--- src/rtl/rwa_pkg.sv ---
package rwa_pkg;
    typedef enum logic [1:0] {
        SRC_NONE = 2'd0,
        SRC_COP  = 2'd1,
        SRC_CPU  = 2'd2,
        SRC_BUF  = 2'd3
    } port_src_e;
endpackage

--- src/rtl/rwa_addr_decode.sv ---
module rwa_addr_decode #(
    parameter int          CPU_AW     = 16,
    parameter int          WIN_AW     = 10,
    parameter logic [15:0] WIN_BASE   = 16'hD000,
    parameter int          STACK_AW   = 8,
    parameter logic [15:0] STACK_BASE = 16'h0100
) (
    input  logic              we,
    input  logic [CPU_AW-1:0] addr,
    output logic              win_hit
);
    logic in_win;
    logic in_stack;

    always_comb begin
        in_win   = (addr[CPU_AW-1:WIN_AW] == WIN_BASE[CPU_AW-1:WIN_AW]);
        in_stack = (addr[CPU_AW-1:STACK_AW] == STACK_BASE[CPU_AW-1:STACK_AW]);
        // stack-page traffic is never treated as a controller write
        win_hit  = we && in_win && !in_stack;
    end
endmodule

--- src/rtl/rwa_arbiter.sv ---
module rwa_arbiter
    import rwa_pkg::*;
(
    input  logic      busy,
    input  logic      pend_q,
    input  logic      cop_req,
    input  logic      cpu_hit,
    output port_src_e src,
    output logic      capture,
    output logic      release_buf,
    output logic      cop_ready
);
    always_comb begin
        src         = SRC_NONE;
        capture     = 1'b0;
        release_buf = 1'b0;
        cop_ready   = !busy && !pend_q;
        if (busy) begin
            capture = cpu_hit;
        end else if (pend_q) begin
            src         = SRC_BUF;
            release_buf = 1'b1;
            capture     = cpu_hit;
        end else if (cop_req) begin
            src     = SRC_COP;
            capture = cpu_hit;
        end else if (cpu_hit) begin
            src = SRC_CPU;
        end
    end
endmodule

--- src/rtl/rwa_capture_buf.sv ---
module rwa_capture_buf #(
    parameter int AW = 10,
    parameter int DW = 8
) (
    input  logic          clk,
    input  logic          rst,
    input  logic          capture,
    input  logic          release_buf,
    input  logic [AW-1:0] cap_addr,
    input  logic [DW-1:0] cap_data,
    output logic          pend,
    output logic [AW-1:0] addr,
    output logic [DW-1:0] data
);
    typedef struct packed {
        logic          pend;
        logic [AW-1:0] addr;
        logic [DW-1:0] data;
    } buf_state_t;

    buf_state_t st_d, st_q;

    always_comb begin
        st_d = st_q;
        if (capture) begin
            st_d.pend = 1'b1;
            st_d.addr = cap_addr;
            st_d.data = cap_data;
        end else if (release_buf) begin
            st_d.pend = 1'b0;
        end
    end

    always_ff @(posedge clk) begin
        if (rst) begin
            st_q <= '0;
        end else begin
            st_q <= st_d;
        end
    end

    assign pend = st_q.pend;
    assign addr = st_q.addr;
    assign data = st_q.data;
endmodule

--- src/rtl/shared_reg_write_arbiter.sv ---
module shared_reg_write_arbiter
    import rwa_pkg::*;
#(
    parameter int          CPU_AW     = 16,
    parameter int          REG_AW     = 10,
    parameter int          DW         = 8,
    parameter logic [15:0] WIN_BASE   = 16'hD000,
    parameter logic [15:0] STACK_BASE = 16'h0100,
    parameter int          STACK_AW   = 8
) (
    input  logic              clk,
    input  logic              rst,
    input  logic              cpu_we,
    input  logic [CPU_AW-1:0] cpu_addr,
    input  logic [DW-1:0]     cpu_wdata,
    input  logic              cop_req,
    input  logic [REG_AW-1:0] cop_addr,
    input  logic [DW-1:0]     cop_wdata,
    input  logic              vc_busy,
    output logic              vc_we,
    output logic [REG_AW-1:0] vc_addr,
    output logic [DW-1:0]     vc_wdata,
    output logic              cop_ready,
    output logic              buf_pending
);
    logic              cpu_hit;
    port_src_e         src;
    logic              capture;
    logic              release_buf;
    logic [REG_AW-1:0] buf_addr;
    logic [DW-1:0]     buf_data;

    rwa_addr_decode #(
        .CPU_AW    (CPU_AW),
        .WIN_AW    (REG_AW),
        .WIN_BASE  (WIN_BASE),
        .STACK_AW  (STACK_AW),
        .STACK_BASE(STACK_BASE)
    ) u_dec (
        .we     (cpu_we),
        .addr   (cpu_addr),
        .win_hit(cpu_hit)
    );

    rwa_arbiter u_arb (
        .busy       (vc_busy),
        .pend_q     (buf_pending),
        .cop_req    (cop_req),
        .cpu_hit    (cpu_hit),
        .src        (src),
        .capture    (capture),
        .release_buf(release_buf),
        .cop_ready  (cop_ready)
    );

    rwa_capture_buf #(
        .AW(REG_AW),
        .DW(DW)
    ) u_buf (
        .clk        (clk),
        .rst        (rst),
        .capture    (capture),
        .release_buf(release_buf),
        .cap_addr   (cpu_addr[REG_AW-1:0]),
        .cap_data   (cpu_wdata),
        .pend       (buf_pending),
        .addr       (buf_addr),
        .data       (buf_data)
    );

    always_comb begin
        vc_we    = (src != SRC_NONE);
        vc_addr  = '0;
        vc_wdata = '0;
        case (src)
            SRC_COP: begin
                vc_addr  = cop_addr;
                vc_wdata = cop_wdata;
            end
            SRC_CPU: begin
                vc_addr  = cpu_addr[REG_AW-1:0];
                vc_wdata = cpu_wdata;
            end
            SRC_BUF: begin
                vc_addr  = buf_addr;
                vc_wdata = buf_data;
            end
            default: ;
        endcase
    end
endmodule

--- config.mk ---
export PLATFORM = sky130hd
export DESIGN_NAME = shared_reg_write_arbiter
export DESIGN_NICKNAME = d
export VERILOG_FILES = /design/src/rtl/rwa_pkg.sv /design/src/rtl/rwa_addr_decode.sv /design/src/rtl/rwa_arbiter.sv /design/src/rtl/rwa_capture_buf.sv /design/src/rtl/shared_reg_write_arbiter.sv
export SDC_FILE = /design/constraint.sdc
export NUM_CORES = 1
export LEC_CHECK = 0
export BUFFER_PORTS_ARGS = -buffer_cell sky130_fd_sc_hd__buf_2
export CAP_MARGIN = 40
export CORE_UTILIZATION = 44
export CTS_CLUSTER_DIAMETER = 30
export CTS_CLUSTER_SIZE = 8
export DETAILED_ROUTE_END_ITERATION = 10
export GPL_TIMING_DRIVEN = 0
export PLACE_DENSITY = 0.79
export SYNTH_ARGS = -nofsm -noshare
export SYNTH_HDL_FRONTEND = slang
export SYNTH_SLANG_ARGS = --single-unit
--- constraint.sdc ---
create_clock -name clk -period 2.25 [get_ports clk]
set_input_delay 0.45 -clock clk [delete_from_list [all_inputs] [get_ports clk]]
set_output_delay 0.45 -clock clk [all_outputs]
set_load 0.02 [all_outputs]
After elaboration in Yosys (flattened, before gate mapping)
Cells that the tools add are included.
W data, S select, Z words.
{ "classes": {"eq_ne": 5, "mux": 13, "reduce_logical": 8} }
{ "ops": {"columns": ["operator", "n"], "rows": [
  ["$pmux W10 S3", 1],
  ["$pmux W8 S3", 1],
  ["$eq A8 B1 Y1 const B", 1],
  ["$mux W2", 4],
  ["$mux W1", 7],
  ["$eq A6 B6 Y1 const B", 1],
  ["$eq A2 B2 Y1 const B", 2],
  ["$reduce_bool A2 Y1", 2],
  ["$logic_and A1 B1 Y1", 3],
  ["$logic_not A1 Y1", 3],
  ["$eq A2 B1 Y1 const B", 1]
]} }
{ "totals": {"register_bits": 19, "input_bits": 47, "out_inout_bits": 21} }

Depth between registers and ports, before layout
Gate-level depths: netlist (run 1).
{ "logic_depth": {"ltp_word": 9, "depth_mapped": 5} }

Hierarchy
From an unflattened synthesis (run 1), not the netlist that was laid out.
{ "hier_totals": {"hier_cells": 116, "hier_area_um2": 1207.4} }
{ "by_module_without_submodules": {"columns": ["mod", "instances", "cells_each", "area_per_inst_um2"], "rows": [
  ["rwa_capture_buf", 1, 62, 684.4],
  ["shared_reg_write_arbiter", 1, 44, 460.4],
  ["rwa_arbiter", 1, 8, 38.8],
  ["rwa_addr_decode", 1, 2, 23.8]
]} }

Least setup slack after synthesis (run 1)
No wires, ideal clock.
{ "synth_path": {"path_kind": "input -> output", "start": "in cpu_addr[13]", "end": "out vc_addr[5]", "arrival_time_ps": 1726, "setup_slack_ps": 74, "cell_stages": 4, "cell_sequence": "or4b_4 > nor3_4 > buf_6 > o2bb2ai_1"} }
{ "synth_via": {"elab_chain_cells": 9, "word_cells_on_any_way": 13, "classes_between": "eq/ne (5); mux (5); reduce/logical (3)"} }
{ "synth_rtl": {"columns": ["element", "line_no", "text"], "rows": [
  ["start, declared", "shared_reg_write_arbiter.sv:14", "input logic [CPU_AW-1:0] cpu_addr,"],
  ["$eq A8 B1 Y1 or $eq A6 B6 Y1 (tied branches)", "rwa_addr_decode.sv:17, rwa_addr_decode.sv:16", null],
  ["$logic_not A1 Y1 or $logic_and A1 B1 Y1 (tied branches)", "rwa_addr_decode.sv:19", "win_hit = we && in_win && !in_stack;"],
  ["$logic_and A1 B1 Y1 *", "rwa_addr_decode.sv:19", null],
  ["$mux W2 *", "rwa_arbiter.sv:27", "end else if (cpu_hit) begin"],
  ["$mux W2 *", "rwa_arbiter.sv:24", "end else if (cop_req) begin"],
  ["$mux W2 *", "rwa_arbiter.sv:20", "end else if (pend_q) begin"],
  ["$mux W2 *", "rwa_arbiter.sv:18", "if (busy) begin"],
  ["$eq A2 B2 Y1 or $eq A2 B1 Y1 (tied branches)", "shared_reg_write_arbiter.sv:75", "case (src)"],
  ["$pmux W10 S3 *", "shared_reg_write_arbiter.sv:75", null],
  ["end, declared", "shared_reg_write_arbiter.sv:21", "output logic [REG_AW-1:0] vc_addr,"]
]} }
Mark *: on every way between the ends. The rest lies on a longest branch, timed or not.

Worst setup path after layout (run 1)
{ "layout_path": {"start": "in cpu_addr[13]", "end": "out vc_wdata[0]"} }
{ "layout_via": {"elab_chain_cells": 9, "word_cells_on_any_way": 13, "classes_between": "eq/ne (5); mux (5); reduce/logical (3)"} }
{ "layout_rtl": {"columns": ["element", "line_no", "text"], "rows": [
  ["$eq A8 B1 Y1 or $eq A6 B6 Y1 (tied branches)", "rwa_addr_decode.sv:17, rwa_addr_decode.sv:16", null],
  ["$logic_not A1 Y1 or $logic_and A1 B1 Y1 (tied branches)", "rwa_addr_decode.sv:19", null],
  ["$logic_and A1 B1 Y1 *", "rwa_addr_decode.sv:19", null],
  ["$mux W2 *", "rwa_arbiter.sv:27", null],
  ["$mux W2 *", "rwa_arbiter.sv:24", null],
  ["$mux W2 *", "rwa_arbiter.sv:20", null],
  ["$mux W2 *", "rwa_arbiter.sv:18", null],
  ["$eq A2 B2 Y1 or $eq A2 B1 Y1 (tied branches)", "shared_reg_write_arbiter.sv:75", null],
  ["$pmux W8 S3 *", "shared_reg_write_arbiter.sv:75", null],
  ["end, declared", "shared_reg_write_arbiter.sv:22", "output logic [DW-1:0] vc_wdata,"]
]} }
Marks and branches as above.

==> results by group, run 1 <==
CTS
  • TritonCTS buffer count: 3
  • Clk_lat worst skew: approximately 0.3 ns
  • CTS max path bufs: 2
  • Htree depth: 1
  • CTS clk-pin slew, worst paths: 0.12 ns
  • Clock Sinks: 19
  • Hold-fix buffers, CTS: 0
  • TritonCTS clock tree: done
  • Clk root buf: clkbuf_4

Detailed routing
  • Antenna-violating nets left: 0
  • Iteration-0 DRC Markers: 34
  • DRT Pass-1 Iters: 6
  • Via density per instance: between 5 and 6
  • DRC: 0
  • Routed len/inst: approximately 15 um
  • Final wirelength: between 3000 and 4000 um
  • Via Count: 1322

Cells and area
  • Design Area, Final: around 0.0017 sq mm
  • Fin nets: between 200 and 300
  • Syn-to-layout area delta: 38.6%
  • Diode count: 0
  • Fillers: between 200 and 250
  • Share of cells above drive strength 1: 0.413

Worst setup path
  • CP startpoint kind: primary input
  • CP required: 1.80 ns
  • Worst Path Arrival: approximately 1.8 ns
  • Worst Setup SP: cpu_addr[13]
  • Max FO, Critical Path: 10
  • Crit path cell chain: buf_2 > or4b_4 > nor3_4 > buf_6 > o2bb2ai_1 > buf_4
  • Critical path class: in -> out
  • Reg2Reg Setup Slack: ~0.78 ns
  • Crit end category: output pin
  • Critical path's top delay family: simple AND/OR/NAND/NOR gates
  • Crit path buffers/inverters: 3
  • Slowest library cell on the worst path: or4b_4
  • RR Startpoint: u_buf.pend$_SDFFE_PP0P_
  • Slowest Stage Delay on Critical Path: roughly 0.57 ns

Timing
  • Period Utilization, post-route: 1.02
  • Layout Skew: between 0.01 and 0.015 ns
  • Hold Fails Final Rpt: 0
  • Peak Freq: 436 MHz
  • Final worst slack: -0.0439 ns
  • Fin. max-slew vios: 0
  • Final min period: about 2.3 ns
  • RSZ-0062 raised after global routing: yes
  • Worst-margin pin slew: approximately 0.52 ns
  • Endpoints failing setup: 3
  • Slew HR: 0.654
  • Setup TNS: -0.0580 ns

Min path
  • Worst hold path type: in -> reg
  • Hold_sp: cpu_wdata[5]

Synthesis
  • Cells after synthesis: 134
  • Sequential area share after synthesis: 0.302
  • Syn Area/Cell: ~9.4 sq um
  • Post-synth top area share: 0.302
  • Synth area leader: dfxtp_1
  • Yosys reg bits: 19
  • Synth Cell Area: 0.00126 sq mm
  • Synth unique cells: 18
  • Yosys warns: 0
  • Largest cells by area after synthesis: dfxtp_1, nand2b_1, mux2i_1, o2bb2ai_1, a22oi_1
  • Mapped Nets: ~180

Die
  • Die span in y: around 55 um
  • Die footprint: slightly above 0.003 sq mm
  • # IOs: 68
  • Die width: between 50 and 60 um
  • Standard-cell rows: 19
  • Core area: 0.00273 sq mm
  • Initial core utilization: 0.460

Power
  • Power share of the sequential group: 0.504
  • Clk pwr share: 0.259
  • Power density over cell area: 385 mW/mm^2
  • Logic pwr share: 0.238
  • Leakage: about 0.73 nW
  • Net load switching power: between 0.00015 and 0.0002 W
  • Maximum VDD drop: 0.513 mV
  • Sw Share: 0.281
  • Power Internal: 0.000482 W

Status
  • Run status: finished, violations left
  • Violated checks: negative setup slack

GRT
  • First-pass GRT wire length: 5510 um
  • Total GRT Usage: 0.224
  • Vias in the first global route: between 1000 and 1500
  • Grt ovf: 0
  • Pin count of the biggest net entering global routing: 12
  • Initial antenna violation count: 0

Flow run
  • Max Cap Viol: 0

Place
  • RD Place Congestion: 0.707
  • DP HPWL: roughly 2600 um
  • DP Area: between 0.0015 and 0.002 sq mm
  • Port buffer count: 66
## timing repair
item	CTS	global route
buffers inserted	2	0
endpoints found under the setup margin	18	18
pin swaps	1	0
resized for setup	6	21
## worst register-to-register path, cell delays in order, from the launching register on
cell,delay [ns]
dfxtp_2,0.36
or3_4,0.41
nor3b_2,0.17
buf_6,0.15
buf_12,0.16
mux2i_1,0.12
## routing by layer
layer,GRT usage,wire [um],up-vias
met5,0,0,-
met4,0.0679,66,0
met3,0.0539,161,8
met2,0.439,1890,48
met1,0.231,1350,628
li1,-,-,638
## state kept, by name (all words and copies together) (netlist names)
| signal | cells |
|---|---|
| u_buf.addr | 10 |
| u_buf.pend | 1 |
| u_buf.data | 8 |
## power groups by stage
stage               Clock (W)  Sequential [W]  Combinational, W
global route         0.000191        0.000338          0.000173
CTS                  0.000174        0.000338          0.000151
finish               0.000174        0.000338          0.000159
floorplan                   0        0.000346         0.0000771
detailed placement          0        0.000346          0.000147
global placement            0        0.000346          0.000143
## cells by family after synthesis
kind of cell | synth area share
AOI/OAI and AO/OA | 0.245
buffers and inverters | 0.0636
DFF | 0.302
muxes | 0.143
and+or+nand+nor | 0.247
## synthesized netlist by cell type (all sizes together)
cell,count
mux2i,18
nor3b,1
nand3,1
clkbuf,10
o2bb2ai,18
a22oi,18
and2,1
nor2,2
o21ai,1
nor2b,2
or3,1
buf,3
dfxtp,19
nand2b,36
nor3,1
or4b,1
o21ba,1
## path summary, 6_finish.rpt
check                           depth (start not counted)                    endpoint
worst max-delay path                                    6                 vc_wdata[0]
worst min-delay path                                    3  u_buf.data[5]$_SDFFE_PP0P_
worst max register to register                          5  u_buf.addr[6]$_SDFFE_PP0P_
worst min register to register                          2  u_buf.addr[7]$_SDFFE_PP0P_
## final cells by class
cell class	instances	area, sq um	share of cell area
Multi-Input combinational cell	102	816	0.468
Timing Repair Buffer	68	398	0.228
Clock inverter	1	5.00	0.00287
Clock buffer	3	22.5	0.0129
Tap cell	31	38.8	0.0222
Buffer	13	82.6	0.0473
Sequential cell	19	382	0.219
## metrics by stage
step / util / hold slack, ns / power (W) / worst slack [ns] / instances
3_5_place_dp: 0.595 / 0.472 / 0.000493 / -0.267 / 231
4_1_cts: 0.619 / 0.408 / 0.000663 / 0.0000594 / 237
5_1_grt: 0.638 / 0.399 / 0.000703 / -0.0887 / 237
2_1_floorplan: - / 0.449 / 0.000423 / 0.0736 / 134
3_3_place_gp: 0.595 / 0.460 / 0.000488 / -0.225 / 231
6_report: 0.638 / 0.403 / 0.000671 / -0.0439 / 237
## placed cells by master, fill, tap and decap left out, drive strengths merged
cell type / Yosys / routed
a22oi: 18 / 18
and2: 1 / 1
buf: 3 / 72
clkbuf: 10 / 12
clkinv: 0 / 1
dfxtp: 19 / 19
mux2i: 18 / 18
nand2b: 36 / 36
nand3: 1 / 1
nor2: 2 / 2
nor2b: 2 / 2
nor3: 1 / 1
nor3b: 1 / 1
o21ai: 1 / 1
o21ba: 1 / 1
o2bb2ai: 18 / 18
or3: 1 / 1
or4b: 1 / 1
Power figures use the tool's default switching activity.
==> inputs of run 2 (changes only) <==
--- a/config.mk
+++ b/config.mk
@@ -5,14 +5,14 @@
 export SDC_FILE = /design/constraint.sdc
 export NUM_CORES = 1
 export LEC_CHECK = 0
-export BUFFER_PORTS_ARGS = -buffer_cell sky130_fd_sc_hd__buf_2
 export CAP_MARGIN = 40
-export CORE_UTILIZATION = 44
+export CORE_UTILIZATION = 25
 export CTS_CLUSTER_DIAMETER = 30
 export CTS_CLUSTER_SIZE = 8
 export DETAILED_ROUTE_END_ITERATION = 10
+export DONT_BUFFER_PORTS = 1
 export GPL_TIMING_DRIVEN = 0
-export PLACE_DENSITY = 0.79
+export SETUP_SLACK_MARGIN = 0.3
 export SYNTH_ARGS = -nofsm -noshare
 export SYNTH_HDL_FRONTEND = slang
 export SYNTH_SLANG_ARGS = --single-unit
==> run 2 against run 1 <==
  * The flow now finishes without violations
  * Combinational power down 15%
  * Non-clock buffer count fell by 62
  * Worst setup slack gained 0.19 ns
  * Via count shrank 20%
  * Clock skew shrank 0.011 ns
  * Die area up 73%
  * Critical path depth fell by 1
  * Cell count fell by 11%
==> results by group, run 2 (synthesis gave the netlist of run 1 again) <==
Worst setup path
  • Critical path's top delay family: simple AND/OR/NAND/NOR gates
  • Slowest Stage Delay on Critical Path: 0.38 ns (-0.19 ns)
  • Crit path buffers/inverters: 2 (-1)
  • CP startpoint kind: flop
  • Max FO, Critical Path: 6 (-4)
  • Worst Setup SP: u_buf.pend$_SDFFE_PP0P_
  • Crit path cell chain: or3_4 > nor3_4 > buf_12 > buf_12 > o2bb2ai_4
  • Worst Path Arrival: 1.65 ns (-0.19 ns)
  • Critical path class: reg -> out
  • Slowest library cell on the worst path: dfxtp_4
  • CP most frequent cell: buf_12
  • CP required: 1.80 ns (about the same)
  • Crit end category: output pin
  • RR Startpoint: u_buf.pend$_SDFFE_PP0P_

Detailed routing
  • DRC: 0 (unchanged)
  • DRT Pass-1 Iters: 4 (-2)
  • Antenna-violating nets left: 0 (unchanged)
  • Final wirelength: 4060 um (+17%)
  • Via density per instance: 4.99 (-11%)
  • Iteration-0 DRC Markers: 29 (-15%)
  • Via Count: 1052 (-20%)
  • Routed len/inst: 19.2 um (+32%)

Cells and area
  • Fin nets: 192 (-24%)
  • Fillers: 484 (+110%)
  • Syn-to-layout area delta: 46.7%
  • Reg area: 384 sq um (+0.66%)
  • Max reg flops: 10 (unchanged)
  • Diode count: 0 (unchanged)
  • Design Area, Final: 0.00185 sq mm (+5.9%)
  • Commonest non-fill, non-tap cell in the layout: nand2b_1
  • Fin cells: 211 (-11%)
  • Multi-input logic area: 0.00115 sq mm (+41%)
  • Most frequent cells in the layout: nand2b_1, a22oi_1, o2bb2ai_4, mux2i_1, dfxtp_1
  • Share of cells above drive strength 1: 0.292 (-0.121)

CTS
  • Clock Sinks: 19 (unchanged)
  • CTS max path bufs: 2 (unchanged)
  • TritonCTS clock tree: done
  • CTS clk-pin slew, worst paths: 0.08 ns (-0.04 ns)
  • Clk_lat worst skew: 0.25 ns (-0.05 ns)
  • Hold-fix buffers, CTS: 0 (unchanged)
  • Htree depth: 1 (unchanged)
  • TritonCTS buffer count: 3 (unchanged)
  • Clk root buf: clkbuf_8

GRT
  • Total GRT Usage: 0.157 (-0.0671)
  • First-pass GRT wire length: 6190 um (+12%)
  • Vias in the first global route: 1124 (-19%)
  • Pin count of the biggest net entering global routing: 11 (-1)
  • Grt ovf: 0 (unchanged)
  • Initial antenna violation count: 0 (unchanged)

Place
  • RD Place Congestion: 0.693 (-1.9%)
  • Placed Cells: 201 (-13%)
  • DP Area: 0.00141 sq mm (-14%)
  • DP HPWL: 2650 um (+2.5%)
  • Port buffer count: 0 (-100%)

Timing
  • Endpoints failing setup: 0 (-3)
  • Hold Fails Final Rpt: 0 (unchanged)
  • RSZ-0062 raised after global routing: yes
  • Slew HR: 0.613 (-0.0402)
  • Setup TNS: 0 ns (+0.0580 ns)
  • Layout Skew: 0.00187 ns (-0.0112 ns)
  • Worst-margin pin slew: 0.580 ns (+0.0604 ns)
  • Period Utilization, post-route: 0.934 (-0.0854)
  • Fin. max-slew vios: 0 (unchanged)
  • Final min period: 2.10 ns (-0.192 ns)
  • Peak Freq: 476 MHz (+9.1%)

Status
  • Run status: completed

Die
  • Die span in y: 73.0 um (+31%)
  • # IOs: 68 (unchanged)
  • Standard-cell rows: 25 (+6)
  • Die width: 73.0 um (+31%)
  • Die footprint: 0.00532 sq mm (+73%)
  • Core area: 0.00479 sq mm (+75%)
  • Initial core utilization: 0.263 (-0.197)

Min path
  • Worst hold path type: in -> reg
  • Hold_sp: cpu_addr[5]

Power
  • Maximum VDD drop: 0.147 mV (-71%)
  • Leakage: 0.575 nW (-21%)
  • Power density over cell area: 387 mW/mm^2 (+0.51%)

Flow run
  • Max Cap Viol: 0 (unchanged)
## run 2: cell count changes in the layout (fill, tap and decap cells not counted), moves of 2 or more
cell       before  now
buf_12          1    4
buf_2          49    0
buf_4          18    2
clkbuf_1        8    6
clkbuf_2        1    3
clkbuf_4        3    1
clkbuf_8        0    3
o2bb2ai_1      16    0
o2bb2ai_2       2    0
o2bb2ai_4       0   18
## run 2: area by class of cell
type                       count  share of cell area
buffer                        13              0.0542
clock buffer                   4              0.0244
multi-input combinational    102               0.622
sequential                    19               0.208
tap                           67              0.0454
timing repair buffer           6              0.0461
## run 2: worst paths after layout
check,endpoint,slack [ns],depth (start not counted)
worst max-delay path,vc_wdata[6],0.15,5
worst min-delay path,u_buf.addr[5]$_SDFFE_PP0P_,0.34,2
worst max register to register,u_buf.data[0]$_SDFFE_PP0P_,0.81,5
worst min register to register,u_buf.addr[5]$_SDFFE_PP0P_,0.48,2
## run 2: stage by stage
step	worst slack (ns)	util	hold WS (ns)	total power (W)
after global routing	0.0957	0.386	0.334	0.000750
after CTS	0.119	0.381	0.333	0.000722
final	0.148	0.386	0.344	0.000714
after floorplan	0.152	-	0.449	0.000428
after detailed placement	-0.148	0.294	0.465	0.000446
after global placement	-0.162	0.294	0.461	0.000446
## run 2: timing repair
item / CTS / global route
gates cloned: 1 / 0
resized for setup: 43 / 5
setup buffers: 4 / 0
pin swaps: 1 / 7
setup endpoints to repair: 19 / 19
## run 2: metal layers
layer  track usage  share of wire  routed length, um
met1         0.196           0.42               1710
met2         0.281           0.52               2100
met3        0.0290          0.057                232
met4        0.0327         0.0032                 13
met5             0              0                  0
## run 2: power breakdown
part / internal [W] / switching [W]
clock: 0.000126 / 0.000117
sequential: 0.000336 / 0.000000760
combinational: 0.0000524 / 0.0000821
==> inputs of run 3 (changes only) <==
--- a/config.mk
+++ b/config.mk
@@ -11,7 +11,7 @@
 export CTS_CLUSTER_SIZE = 8
 export DETAILED_ROUTE_END_ITERATION = 10
 export DONT_BUFFER_PORTS = 1
-export GPL_TIMING_DRIVEN = 0
+export HOLD_SLACK_MARGIN = 0.05
 export SETUP_SLACK_MARGIN = 0.3
 export SYNTH_ARGS = -nofsm -noshare
 export SYNTH_HDL_FRONTEND = slang
==> run 3 against run 2 <==
  * Clock power is essentially flat
  * Highest routed layer unchanged
  * Critical path type unchanged
  * Power shrank 3.8%
  * Non-clock buffer count is the same
==> results by group, run 3 (synthesis gave the netlist of run 1 again) <==
Timing
  • Fin. max-slew vios: 0 (unchanged)
  • Hold Fails Final Rpt: 0 (unchanged)
  • Endpoints failing setup: 0 (unchanged)
  • Setup TNS: 0 ns (unchanged)
  • Period Utilization, post-route: 0.934 (about the same)
  • Worst-margin pin slew: 0.381 ns (-0.199 ns)
  • Peak Freq: 476 MHz (about the same)
  • Final min period: 2.10 ns (+0.000145 ns)
  • RSZ-0062 raised after global routing: yes
  • Slew HR: 0.745 (+0.132)
  • Layout Skew: 0.00411 ns (+0.00224 ns)

Die
  • Standard-cell rows: 25 (unchanged)
  • Core area: 0.00479 sq mm (unchanged)
  • Initial core utilization: 0.263 (unchanged)
  • Die width: 73.0 um (unchanged)
  • Die span in y: 73.0 um (unchanged)
  • # IOs: 68 (unchanged)
  • Die footprint: 0.00532 sq mm (unchanged)

Min path
  • Worst hold path stage count: 2 (unchanged)
  • Worst hold path type: in -> reg
  • WHS Endpoint: u_buf.data[5]$_SDFFE_PP0P_
  • Hold_sp: cpu_wdata[5]

CTS
  • TritonCTS buffer count: 3 (unchanged)
  • Htree depth: 1 (unchanged)
  • Clk_lat worst skew: 0.25 ns (about the same)
  • Hold-fix buffers, CTS: 0 (unchanged)
  • CTS max path bufs: 2 (unchanged)
  • Clk root buf: clkbuf_8
  • Clock Sinks: 19 (unchanged)
  • CTS clk-pin slew, worst paths: 0.08 ns (about the same)
  • TritonCTS clock tree: done

Cells and area
  • Diode count: 0 (unchanged)
  • Most frequent cells in the layout: nand2b_1, a22oi_1, mux2i_1, dfxtp_1, buf_4
  • Fin nets: 192 (unchanged)
  • Post-layout util: 0.360 (-0.0259)
  • Max reg flops: 10 (unchanged)
  • Share of cells above drive strength 1: 0.299 (+0.00694)
  • Commonest non-fill, non-tap cell in the layout: nand2b_1
  • Syn-to-layout area delta: 36.9%

Power
  • Maximum VDD drop: 0.172 mV (+17%)
  • Leakage: 0.561 nW (-2.4%)
  • Power density over cell area: 398 mW/mm^2 (+3.1%)

Detailed routing
  • Antenna-violating nets left: 0 (unchanged)
  • Iteration-0 DRC Markers: 26 (-10%)
  • Via Count: 1076 (+2.3%)
  • Final wirelength: 3680 um (-9.3%)
  • Via density per instance: 5.10 (+2.3%)
  • DRC: 0 (unchanged)
  • DRT Pass-1 Iters: 4 (unchanged)
  • Routed len/inst: 17.4 um (-9.3%)

Worst setup path
  • Reg2Reg Setup Slack: 0.87 ns (+0.06 ns)
  • Worst Setup SP: u_buf.pend$_SDFFE_PP0P_
  • Worst Path Arrival: 1.65 ns (about the same)
  • Critical path class: reg -> out
  • CP startpoint kind: flop
  • Reg-to-Reg End: u_buf.pend$_SDFFE_PP0P_
  • Max FO, Critical Path: 8 (+2)
  • CP required: 1.80 ns (about the same)
  • Worst R2R Path Depth: 4 (-1)
  • Crit end category: output pin
  • RR Startpoint: u_buf.pend$_SDFFE_PP0P_

Place
  • Port buffer count: 0 (unchanged)
  • DP HPWL: 2640 um (-0.42%)
  • RD Place Congestion: 0.643 (-7.2%)

GRT
  • Initial antenna violation count: 0 (unchanged)
  • First-pass GRT wire length: 5620 um (-9.3%)
  • Grt ovf: 0 (unchanged)
  • Total GRT Usage: 0.141 (-0.0164)
  • Pin count of the biggest net entering global routing: 38 (+27)
  • Vias in the first global route: 1132 (+0.71%)

Flow run
  • Max Cap Viol: 0 (unchanged)

Status
  • Run status: completed
## run 3: changes by cell type in the layout (fill, tap and decap cells not counted)
cell,before,now
o2bb2ai_2,0,5
clkbuf_4,1,0
nor3b_2,1,0
nor2b_1,1,2
clkbuf_1,6,1
clkbuf_2,3,0
buf_4,2,11
buf_12,4,1
nor3b_4,0,1
o2bb2ai_4,18,10
buf_8,1,0
nor2b_4,1,0
buf_6,3,7
o2bb2ai_1,0,3
## run 3: worst max path at each step
stage | endpoint | depth (start not counted) | slack, ns
floorplan | vc_addr[5] | 4 | 0.15
global placement | vc_wdata[1] | 5 | 0.17
detailed placement | vc_addr[6] | 5 | 0.12
CTS | vc_wdata[1] | 5 | 0.1
global route | vc_wdata[1] | 5 | 0.07
finish | vc_wdata[6] | 5 | 0.15
## run 3: area by class of cell
cell class | count | area (sq um)
well taps | 67 | 83.8
clock buffers | 4 | 45.0
multi-input cells | 102 | 1030
repair buffers | 19 | 181
fillers | 483 | 3060
flip-flops and latches | 19 | 384
## run 3: per-stage QoR
step | cells | setup slack, ns | area (sq um) | hold WS [ns] | total power (W)
floorplan | 134 | 0.152 | 1320 | 0.449 | 0.000428
global placement | 205 | 0.170 | 1470 | 0.457 | 0.000436
detailed placement | 205 | 0.123 | 1470 | 0.467 | 0.000439
CTS | 210 | 0.0993 | 1650 | 0.326 | 0.000706
global route | 211 | 0.0736 | 1720 | 0.327 | 0.000727
finish | 211 | 0.148 | 1720 | 0.339 | 0.000687
## run 3: metal layers
layer	part of all wire	wire length (um)	vias to the layer above	GRT usage
li1	-	-	508	-
met1	0.40	1490	528	0.155
met2	0.53	1970	36	0.254
met3	0.051	186	4	0.0387
met4	0.010	38	0	0.0588
met5	0	0	-	0
## run 3: worst max-delay path, cell delays in order, from the launching register on
cell and delay [ns]:
dfxtp_4 0.36, or3_4 0.35, nor3_4 0.21, buf_6 0.15, buf_12 0.15, o2bb2ai_4 0.17
## run 3: timing repair
action | in CTS | in global routing
gates cloned | 0 | 0
pin swaps | 6 | 7
buffers inserted | 1 | 1
gates resized for setup | 14 | 11
endpoints found under the setup margin | 18 | 19
## run 3: where the power goes
group / internal (W) / leakage [nW] / total (W) / switching, W
sequential: 0.000336 / 0.154 / 0.000337 / 0.000000647
combinational: 0.0000536 / 0.384 / 0.000108 / 0.0000545
clock: 0.000126 / 0.0228 / 0.000242 / 0.000116
